<file path="src/rtl/dlt_pkg.sv">
package dlt_pkg;
  localparam int ASYNC_OFFSET = 3;

  typedef enum logic [1:0] {
    CFG_PRI_SYNC  = 2'd0,
    CFG_PRI_ASYNC = 2'd1,
    CFG_PER_SYNC  = 2'd2,
    CFG_PER_ASYNC = 2'd3
  } bridge_cfg_e;

  function automatic bridge_cfg_e cfg_of(input logic periph, input logic async_m);
    return bridge_cfg_e'({periph, async_m});
  endfunction
endpackage

</file>
<file path="src/rtl/dlt_regs.sv">
module dlt_regs
  import dlt_pkg::*;
#(
  parameter int FIELD_W            = 5,
  parameter int INIT_MAX_PRI_SYNC  = 31,
  parameter int INIT_MAX_PRI_ASYNC = 18,
  parameter int INIT_MAX_PER_SYNC  = 16,
  parameter int INIT_MAX_PER_ASYNC = 2,
  parameter int SUBS_MAX_ASYNC     = 2,
  parameter int INIT_RST           = 2,
  parameter int SUBS_RST           = 1
) (
  input  logic               clk,
  input  logic               rst_n,
  input  logic               async_mode,
  input  logic               role_periph,
  input  logic               wr_init,
  input  logic               wr_subs,
  input  logic [FIELD_W-1:0] wr_data,
  output logic [FIELD_W-1:0] init_fld,
  output logic [FIELD_W-1:0] subs_fld,
  output logic               illegal_wr,
  output logic               clamp_hit
);
  localparam int FIELD_MAX = (1 << FIELD_W) - 1;

  function automatic int init_cap(input bridge_cfg_e c);
    case (c)
      CFG_PRI_SYNC:  return INIT_MAX_PRI_SYNC;
      CFG_PRI_ASYNC: return INIT_MAX_PRI_ASYNC;
      CFG_PER_SYNC:  return INIT_MAX_PER_SYNC;
      default:       return INIT_MAX_PER_ASYNC;
    endcase
  endfunction

  function automatic int subs_cap(input logic async_m);
    return async_m ? SUBS_MAX_ASYNC : FIELD_MAX;
  endfunction

  function automatic logic [FIELD_W-1:0] saturate(input logic [FIELD_W-1:0] v, input int cap);
    return (int'(v) > cap) ? FIELD_W'(cap) : v;
  endfunction

  int   cap_i, cap_s;
  logic over_i, over_s;

  always_comb begin
    cap_i     = init_cap(cfg_of(role_periph, async_mode));
    cap_s     = subs_cap(async_mode);
    over_i    = wr_init && (int'(wr_data) > cap_i);
    over_s    = wr_subs && (int'(wr_data) > cap_s);
    clamp_hit = over_i || over_s;
  end

  always_ff @(posedge clk) begin
    if (!rst_n) begin
      init_fld   <= FIELD_W'(INIT_RST);
      subs_fld   <= FIELD_W'(SUBS_RST);
      illegal_wr <= 1'b0;
    end else begin
      if (wr_init) init_fld <= saturate(wr_data, cap_i);
      if (wr_subs) subs_fld <= saturate(wr_data, cap_s);
      if (clamp_hit) illegal_wr <= 1'b1;
    end
  end
endmodule

</file>
<file path="src/rtl/dlt_counter.sv">
module dlt_counter
  import dlt_pkg::*;
#(
  parameter int FIELD_W = 5,
  localparam int CNT_W  = FIELD_W + 1
) (
  input  logic               clk,
  input  logic               rst_n,
  input  logic               async_mode,
  input  logic [FIELD_W-1:0] init_fld,
  input  logic [FIELD_W-1:0] subs_fld,
  input  logic               txn_start,
  input  logic               phase_done,
  input  logic               trdy,
  output logic               disc_req,
  output logic               tmr_active,
  output logic               expire
);
  function automatic logic [CNT_W-1:0] eff_limit(input logic [FIELD_W-1:0] f, input logic async_m);
    return CNT_W'(f) + (async_m ? CNT_W'(ASYNC_OFFSET) : '0);
  endfunction

  logic [CNT_W-1:0] elapsed, lim;
  logic             first_ph, wait_clk;

  always_comb begin
    lim      = first_ph ? eff_limit(init_fld, async_mode) : eff_limit(subs_fld, async_mode);
    wait_clk = tmr_active && !txn_start && !phase_done && !trdy;
    expire   = wait_clk && (elapsed >= lim);
  end

  always_ff @(posedge clk) begin
    if (!rst_n) begin
      tmr_active <= 1'b0;
      first_ph   <= 1'b0;
      elapsed    <= '0;
      disc_req   <= 1'b0;
    end else begin
      disc_req <= expire;
      if (txn_start) begin
        tmr_active <= 1'b1;
        first_ph   <= 1'b1;
        elapsed    <= '0;
      end else if (tmr_active && phase_done) begin
        first_ph <= 1'b0;
        elapsed  <= '0;
      end else if (expire) begin
        tmr_active <= 1'b0;
      end else if (wait_clk) begin
        elapsed <= elapsed + 1'b1;
      end
    end
  end
endmodule

</file>
<file path="src/rtl/disc_latency_timer.sv">
module disc_latency_timer #(
  parameter int FIELD_W            = 5,
  parameter int INIT_MAX_PRI_SYNC  = 31,
  parameter int INIT_MAX_PRI_ASYNC = 18,
  parameter int INIT_MAX_PER_SYNC  = 16,
  parameter int INIT_MAX_PER_ASYNC = 2,
  parameter int SUBS_MAX_ASYNC     = 2,
  parameter int INIT_RST           = 2,
  parameter int SUBS_RST           = 1
) (
  input  logic               clk,
  input  logic               rst_n,
  input  logic               async_mode,
  input  logic               role_periph,
  input  logic               wr_init,
  input  logic               wr_subs,
  input  logic [FIELD_W-1:0] wr_data,
  input  logic               txn_start,
  input  logic               phase_done,
  input  logic               trdy,
  output logic               disc_req,
  output logic               illegal_wr
);
  logic [FIELD_W-1:0] init_fld, subs_fld;
  logic               clamp_hit, tmr_active, expire;

  dlt_regs #(
    .FIELD_W(FIELD_W),
    .INIT_MAX_PRI_SYNC(INIT_MAX_PRI_SYNC),
    .INIT_MAX_PRI_ASYNC(INIT_MAX_PRI_ASYNC),
    .INIT_MAX_PER_SYNC(INIT_MAX_PER_SYNC),
    .INIT_MAX_PER_ASYNC(INIT_MAX_PER_ASYNC),
    .SUBS_MAX_ASYNC(SUBS_MAX_ASYNC),
    .INIT_RST(INIT_RST),
    .SUBS_RST(SUBS_RST)
  ) u_regs (
    .clk(clk), .rst_n(rst_n), .async_mode(async_mode), .role_periph(role_periph),
    .wr_init(wr_init), .wr_subs(wr_subs), .wr_data(wr_data),
    .init_fld(init_fld), .subs_fld(subs_fld), .illegal_wr(illegal_wr), .clamp_hit(clamp_hit)
  );

  dlt_counter #(.FIELD_W(FIELD_W)) u_cnt (
    .clk(clk), .rst_n(rst_n), .async_mode(async_mode),
    .init_fld(init_fld), .subs_fld(subs_fld),
    .txn_start(txn_start), .phase_done(phase_done), .trdy(trdy),
    .disc_req(disc_req), .tmr_active(tmr_active), .expire(expire)
  );
endmodule

</file>
<file path="config.mk">
export PLATFORM = sky130hd
export DESIGN_NAME = disc_latency_timer
export DESIGN_NICKNAME = d
export VERILOG_FILES = /design/src/rtl/dlt_pkg.sv /design/src/rtl/dlt_regs.sv /design/src/rtl/dlt_counter.sv /design/src/rtl/disc_latency_timer.sv
export SDC_FILE = /design/constraint.sdc
export NUM_CORES = 1
export LEC_CHECK = 0
export BUFFER_PORTS_ARGS = -buffer_cell sky130_fd_sc_hd__buf_2
export CAP_MARGIN = 20
export CELL_PAD_IN_SITES_DETAIL_PLACEMENT = 1
export CELL_PAD_IN_SITES_GLOBAL_PLACEMENT = 1
export CORE_MARGIN = 1.5
export CORE_UTILIZATION = 39
export CTS_CLUSTER_DIAMETER = 40
export DETAILED_ROUTE_END_ITERATION = 10
export PLACE_DENSITY_LB_ADDON = 0.25
export SYNTH_ARGS = -nofsm -noshare
export SYNTH_HDL_FRONTEND = slang
export SYNTH_SLANG_ARGS = --single-unit
</file>
<file path="constraint.sdc">
create_clock -name clk -period 2.5 [get_ports clk]
set_input_delay 0.25 -clock clk [delete_from_list [all_inputs] [get_ports clk]]
set_output_delay 0.25 -clock clk [all_outputs]
set_load 0.01 [all_outputs]
</file>
# Word level (Yosys, flattened, before mapping)
# Index checks and enable logic that the tools add are counted.
# totals
word_cells	46
in_bits	14
mem_bits_ro	0
latchBits	0
mem_bits_rw	0
out_inout_bits	2
regBits	20
mem_count	0
# op_classes
eq_ne	3
n_lt_le_gt_ge	3
n_shift	0
n_reduce_logical	17
n_mux	11
mul	0
bitwise_logic	2
addsub	3
div_mod_pow	0
# ops
operator	n
> comparator 6 x 32 -> 1 bit	1
2-to-1 mux 5 bit	3
case mux 5 bit (3 select lines)	1
logical AND 1 bit	7
adder 5 x 2 -> 6 bit	1
adder 5 x 6 -> 6 bit	1
adder 6 x 1 -> 6 bit, second input constant	1
>= comparator 6 bit	1
2-to-1 mux 6 bit	1
> comparator 5 bit	1
2-to-1 mux 1 bit	5
AND reduction 2 bit	2
nonzero test 2 bit	2
logical NOT 1 bit	3
OR reduction 3 bit	1
== test 2 x 1 -> 1 bit, second input constant	1
== test 2 bit, second input constant	1
logical NOT 2 bit	1
2-to-1 mux 2 bit	1
inequality test 2 bit, second input constant	1
inverter 1 bit	2
logical OR 1 bit	1

# Depth between registers and ports, before layout
# depth
depth_word	8
depth_mapped	12
depth_no_buf	12

# Modules after synthesis
# From an unflattened synthesis, not the netlist that was laid out.
# hier_totals
hier_cells	164
area_unflattened_um2	1478.9
# by_module_without_submodules
mod	area_per_inst_um2	n_inst	seq_area_each_um2	cells_each
dlt_regs	772.0	1	220.2	86
dlt_counter	706.9	1	180.2	78

# Worst setup path after synthesis
# Ideal clock, no wire load.
# synth_path
path_kind	reg2reg
startpoint	register u_regs.init_fld[0]
endpoint	register u_cnt.elapsed[5]
stages_incl_launch_ff	13
setup_ns	0.071
synth_period_minus_slack_ns	2.672
path_buffers	0
required_time_ns	2.429
arrival_ns	2.600
setup_slack_ns	-0.172
path_cell_list	dfxtp_1 -> ha_1 -> inv_1 -> fa_1 -> or3_1 -> nand3_1 -> o21ai_0 -> ha_1 -> a21o_1 -> a311oi_2 -> o2111ai_1 -> or3_1 -> a21oi_1
# synth_via
elab_chain_len	6
# synth_rtl
element	line	rtl
start: declaration	dlt_regs.sv:20	output logic [FIELD_W-1:0] init_fld,
start signal: assignment	dlt_regs.sv:57	init_fld <= FIELD_W'(INIT_RST);
start signal: assignment	dlt_regs.sv:61	if (wr_init) init_fld <= saturate(wr_data, cap_i);
adder 5 x 2 -> 6 bit	dlt_counter.sv:20	return CNT_W'(f) + (async_m ? CNT_W'(ASYNC_OFFSET) : '0);
2-to-1 mux 6 bit	dlt_counter.sv:27	lim = first_ph ? eff_limit(init_fld, async_mode) : eff_limit(subs_fld, async_mode);
>= comparator 6 bit	dlt_counter.sv:29	expire = wait_clk && (elapsed >= lim);
logical AND 1 bit	dlt_counter.sv:29	
inverter 1 bit (no source line)	-	
AND reduction 2 bit (no source line)	-	
end signal: assignment	dlt_counter.sv:50	elapsed <= elapsed + 1'b1;
end: declaration	dlt_counter.sv:23	logic [CNT_W-1:0] elapsed, lim;
# No other way between the ends.
# A chain may end at the register's enable or synchronous reset.

# Worst setup path after layout
# layout_path
startpoint	register u_regs.init_fld[0]
endpoint	register u_cnt.elapsed[2]
# The elaborated chain is that of the path after synthesis.

==> metrics list <==
- The netlist uses 39 different library cells.
- STA classifies the critical path endpoint as a flop.
* Maximum clock skew at final layout: 5.215 ps
* Drt initial violations: 12
* Clock insertion delay at the later pin of the skew report: 310 ps
* TritonCTS clock tree: done
- Violated checks: negative setup slack
- The worst path in the final design needs a cycle of 2679 ps, including I/O delays and setup.
- Class of the worst hold path: input port to flop
- Setup repair after global routing could not meet its margin everywhere.
* Area of the multi-input gates: 0.001021 mm^2
- Sequential cell area fraction in the yosys report: 0.2809
* Highest-count cells in the layout ignoring fill and taps: 19 x sky130_fd_sc_hd__nand2_1, 17 x sky130_fd_sc_hd__ha_1, 17 x sky130_fd_sc_hd__dfxtp_1
- After global routing the overflow that remains totals 0.
* Weighted congestion reported at the end of routability-driven placement: 0.8381
- Instance count of the mapped netlist: 170
* Fillers: 437
- Via count of the first global-routing pass: 1,448
- H-tree levels: 1
* DRC violations left: 0
- Root buf cell: sky130_fd_sc_hd__clkbuf_4
- Number of synthesized flops with an enable pin: 0
- Row generation in the floorplan step produced 21 rows.
* Ys Warns: 0
- Register bit total from synthesis: 20
* Detailed Place HPWL: 3059 um
- At the worst endpoint, the required time is 2750 ps.
* Number of top-level pins: 16
* Total GRT Usage: 0.2038
* Area overhead of the layout relative to synthesis: 21.86%
* Measured slew at the worst slew-check pin: 529.6 ps
- Net count of the mapped netlist: 206
* Total setup violations reported at the end of the flow: 6
* Run status: finished with violations
- Dividing the detail-routed wire length by the instance count gives 15.22 um.
* Hold slack final: 217.4 ps
- The first global-routing pass estimated 6423 um of wire.
- Leak: 0.7782 nW
- Hold_buf cts: 0
- Across the VDD grid, the largest voltage drop is 0.0001728 V.
- Fraction of final layout cells sized beyond drive strength 1: 0.2778
- By startpoint and endpoint, the worst setup path is classified as flop to flop.
* Antenna Cells: 0
* # placed instances: 236
- CTS saw 20 sinks.
- Net count reported at finish: 235
- The total count of hold-check failures in the final report was 0.
- The die covers 0.004026 mm^2.
- Final antenna-violating net count: 0
- Port Buffer Count: 15
- Detailed-route via count: 1,344
- The final number of max-transition violations is 0.
* Initial antenna violation count: 0
* Setup slack at placement: -453.1 ps
- Final WL: 3714 um
- At the end of the flow the core is filled with cells to 0.5084.
- For this run, asynchronously set or reset flops after synthesis account for 0.
- Before antenna repair, the detailed router went through 2 iterations.
- The worst setup path is launched from a flop.
* Most common cell after layout, fill and taps aside: sky130_fd_sc_hd__nand2_1
- In this run the cell area of the synthesized design comes to 0.001425 mm^2.
* Starting Density: 0.4172
- Along the worst path, the maximum fanout reaches 3.
- Timing would allow up to 373.2 MHz.
- Mean area per synthesized cell: 8.383 um^2
* Total power per unit cell area: 449.2 mW/mm^2
- In this run, CTS created clock tree buffers numbering 3.
* Core Box Area: 0.003416 mm^2
* Final Non-Filler Cells: 244
* Average vias per placed instance: 5.508
- Period Utilization, post-route: 1.072
- Count of maximum capacitance violations: 0
- Summing all flip-flop and latch instances after layout gives 404.1 um^2.
- Counting along the longest clock path gives a buffer depth of 2.
- Y dimension of the die: 63.45 um
- Once layout is done, the placed cells without fillers occupy 0.001737 mm^2.
* Rel. slew slack: 0.6446
* Most used flip-flop cell after synthesis: sky130_fd_sc_hd__dfxtp_1
- Entering global routing, the biggest net connects 18 pins.
* Critical path data arrival time: 2930 ps
- Clock-pin slew was measured on the worst setup and hold paths at 120 ps.
- Post-layout worst setup margin: -179.5 ps
- Total cell area at the placement stage: 0.001635 mm^2
* X dimension of the die: 63.45 um
## path summary, 6_finish.rpt
path	slack [ps]	depth (start not counted)	start	to
setup / recovery	-180	13	u_regs.init_fld[0]$_SDFFE_PN0P_	u_cnt.elapsed[2]$_SDFFE_PP0P_
hold / removal	220	3	wr_data[0]	u_regs.init_fld[0]$_SDFFE_PN0P_
setup reg to reg	-180	13	u_regs.init_fld[0]$_SDFFE_PN0P_	u_cnt.elapsed[2]$_SDFFE_PP0P_
hold reg to reg	500	2	u_regs.illegal_wr$_SDFFE_PN0P_	u_regs.illegal_wr$_SDFFE_PN0P_
## Yosys cell counts, drive strengths merged (3+ instances only)
cell	n	share of area
a31oi	5	0.022
o21ai	20	0.070
xnor2	4	0.025
or3	4	0.018
inv	13	0.034
ha	20	0.18
mux2i	3	0.021
nor2	5	0.013
a21oi	13	0.046
a21o	5	0.027
nor2b	3	0.013
nand2	20	0.053
dfxtp	20	0.28
or2	3	0.013
xor2	3	0.018
## report_power, final
part / internal, mW / switching, mW / leakage [nW]
Combinational: 0.103 / 0.121 / 0.592
Sequential: 0.338 / 0.0187 / 0.165
Clock: 0.0890 / 0.110 / 0.0210
Total: 0.531 / 0.250 / 0.778
## cell families (layout without fill, tap and decap cells)
family,count (synthesis),in the layout,share of synthesized area
simple gates,48,48,0.1712
fa+ha+maj,22,22,0.2037
buf+inv,16,44,0.04214
compound gates,52,52,0.2221
xor+xnor,7,7,0.04302
mux,5,5,0.03687
flops,20,20,0.2809
## per-stage QoR
step | setup TNS (ps) | power, mW
floorplan | -321.2 | 0.4942
global placement | -1380 | 0.5600
detailed placement | -2252 | 0.5747
CTS | -1031 | 0.7836
global route | -1830 | 0.8361
finish | -881.7 | 0.7802
## sequential cells by signal, summed over array words and instances (netlist names)
| register | count |
|---|---|
| u_regs.init_fld | 5 |
| u_regs.subs_fld | 5 |
| u_cnt.first_ph | 1 |
| u_cnt.disc_req | 1 |
| u_cnt.tmr_active | 1 |
| u_cnt.elapsed | 6 |
| u_regs.illegal_wr | 1 |
## what timing repair did
item	in CTS	in global routing
endpoints found under the setup margin	6	8
resized for setup	13	2
pin swaps	11	5
setup buffers	4	0
gates cloned	0	0
## final cells by class
class	count	share of cell area
clock buffer	4	0.02089
inverter	13	0.02810
multi-input combinational	134	0.5879
sequential	20	0.2327
tap	46	0.03314
timing repair buffer	27	0.09726
## worst max-delay path, cell delays in order (launching register included)
cell	delay, ps
sky130_fd_sc_hd__dfxtp_2	370
sky130_fd_sc_hd__ha_4	130
sky130_fd_sc_hd__inv_2	30
sky130_fd_sc_hd__fa_2	340
sky130_fd_sc_hd__or3_1	310
sky130_fd_sc_hd__nand3_1	90
sky130_fd_sc_hd__o21ai_1	70
sky130_fd_sc_hd__ha_2	200
sky130_fd_sc_hd__a21o_1	180
sky130_fd_sc_hd__a311oi_2	240
sky130_fd_sc_hd__buf_4	160
sky130_fd_sc_hd__o21ai_2	60
sky130_fd_sc_hd__or3_1	310
sky130_fd_sc_hd__a21oi_1	120
## layer usage
layer	global-route usage	vias up	routed length [um]
met4	0.1168	0	121
li1	-	671	-
met5	0	-	0
met2	0.3961	19	2019
met3	0.01786	10	52
met1	0.2090	644	1522
Note: power is estimated with default switching activity, not from simulation.
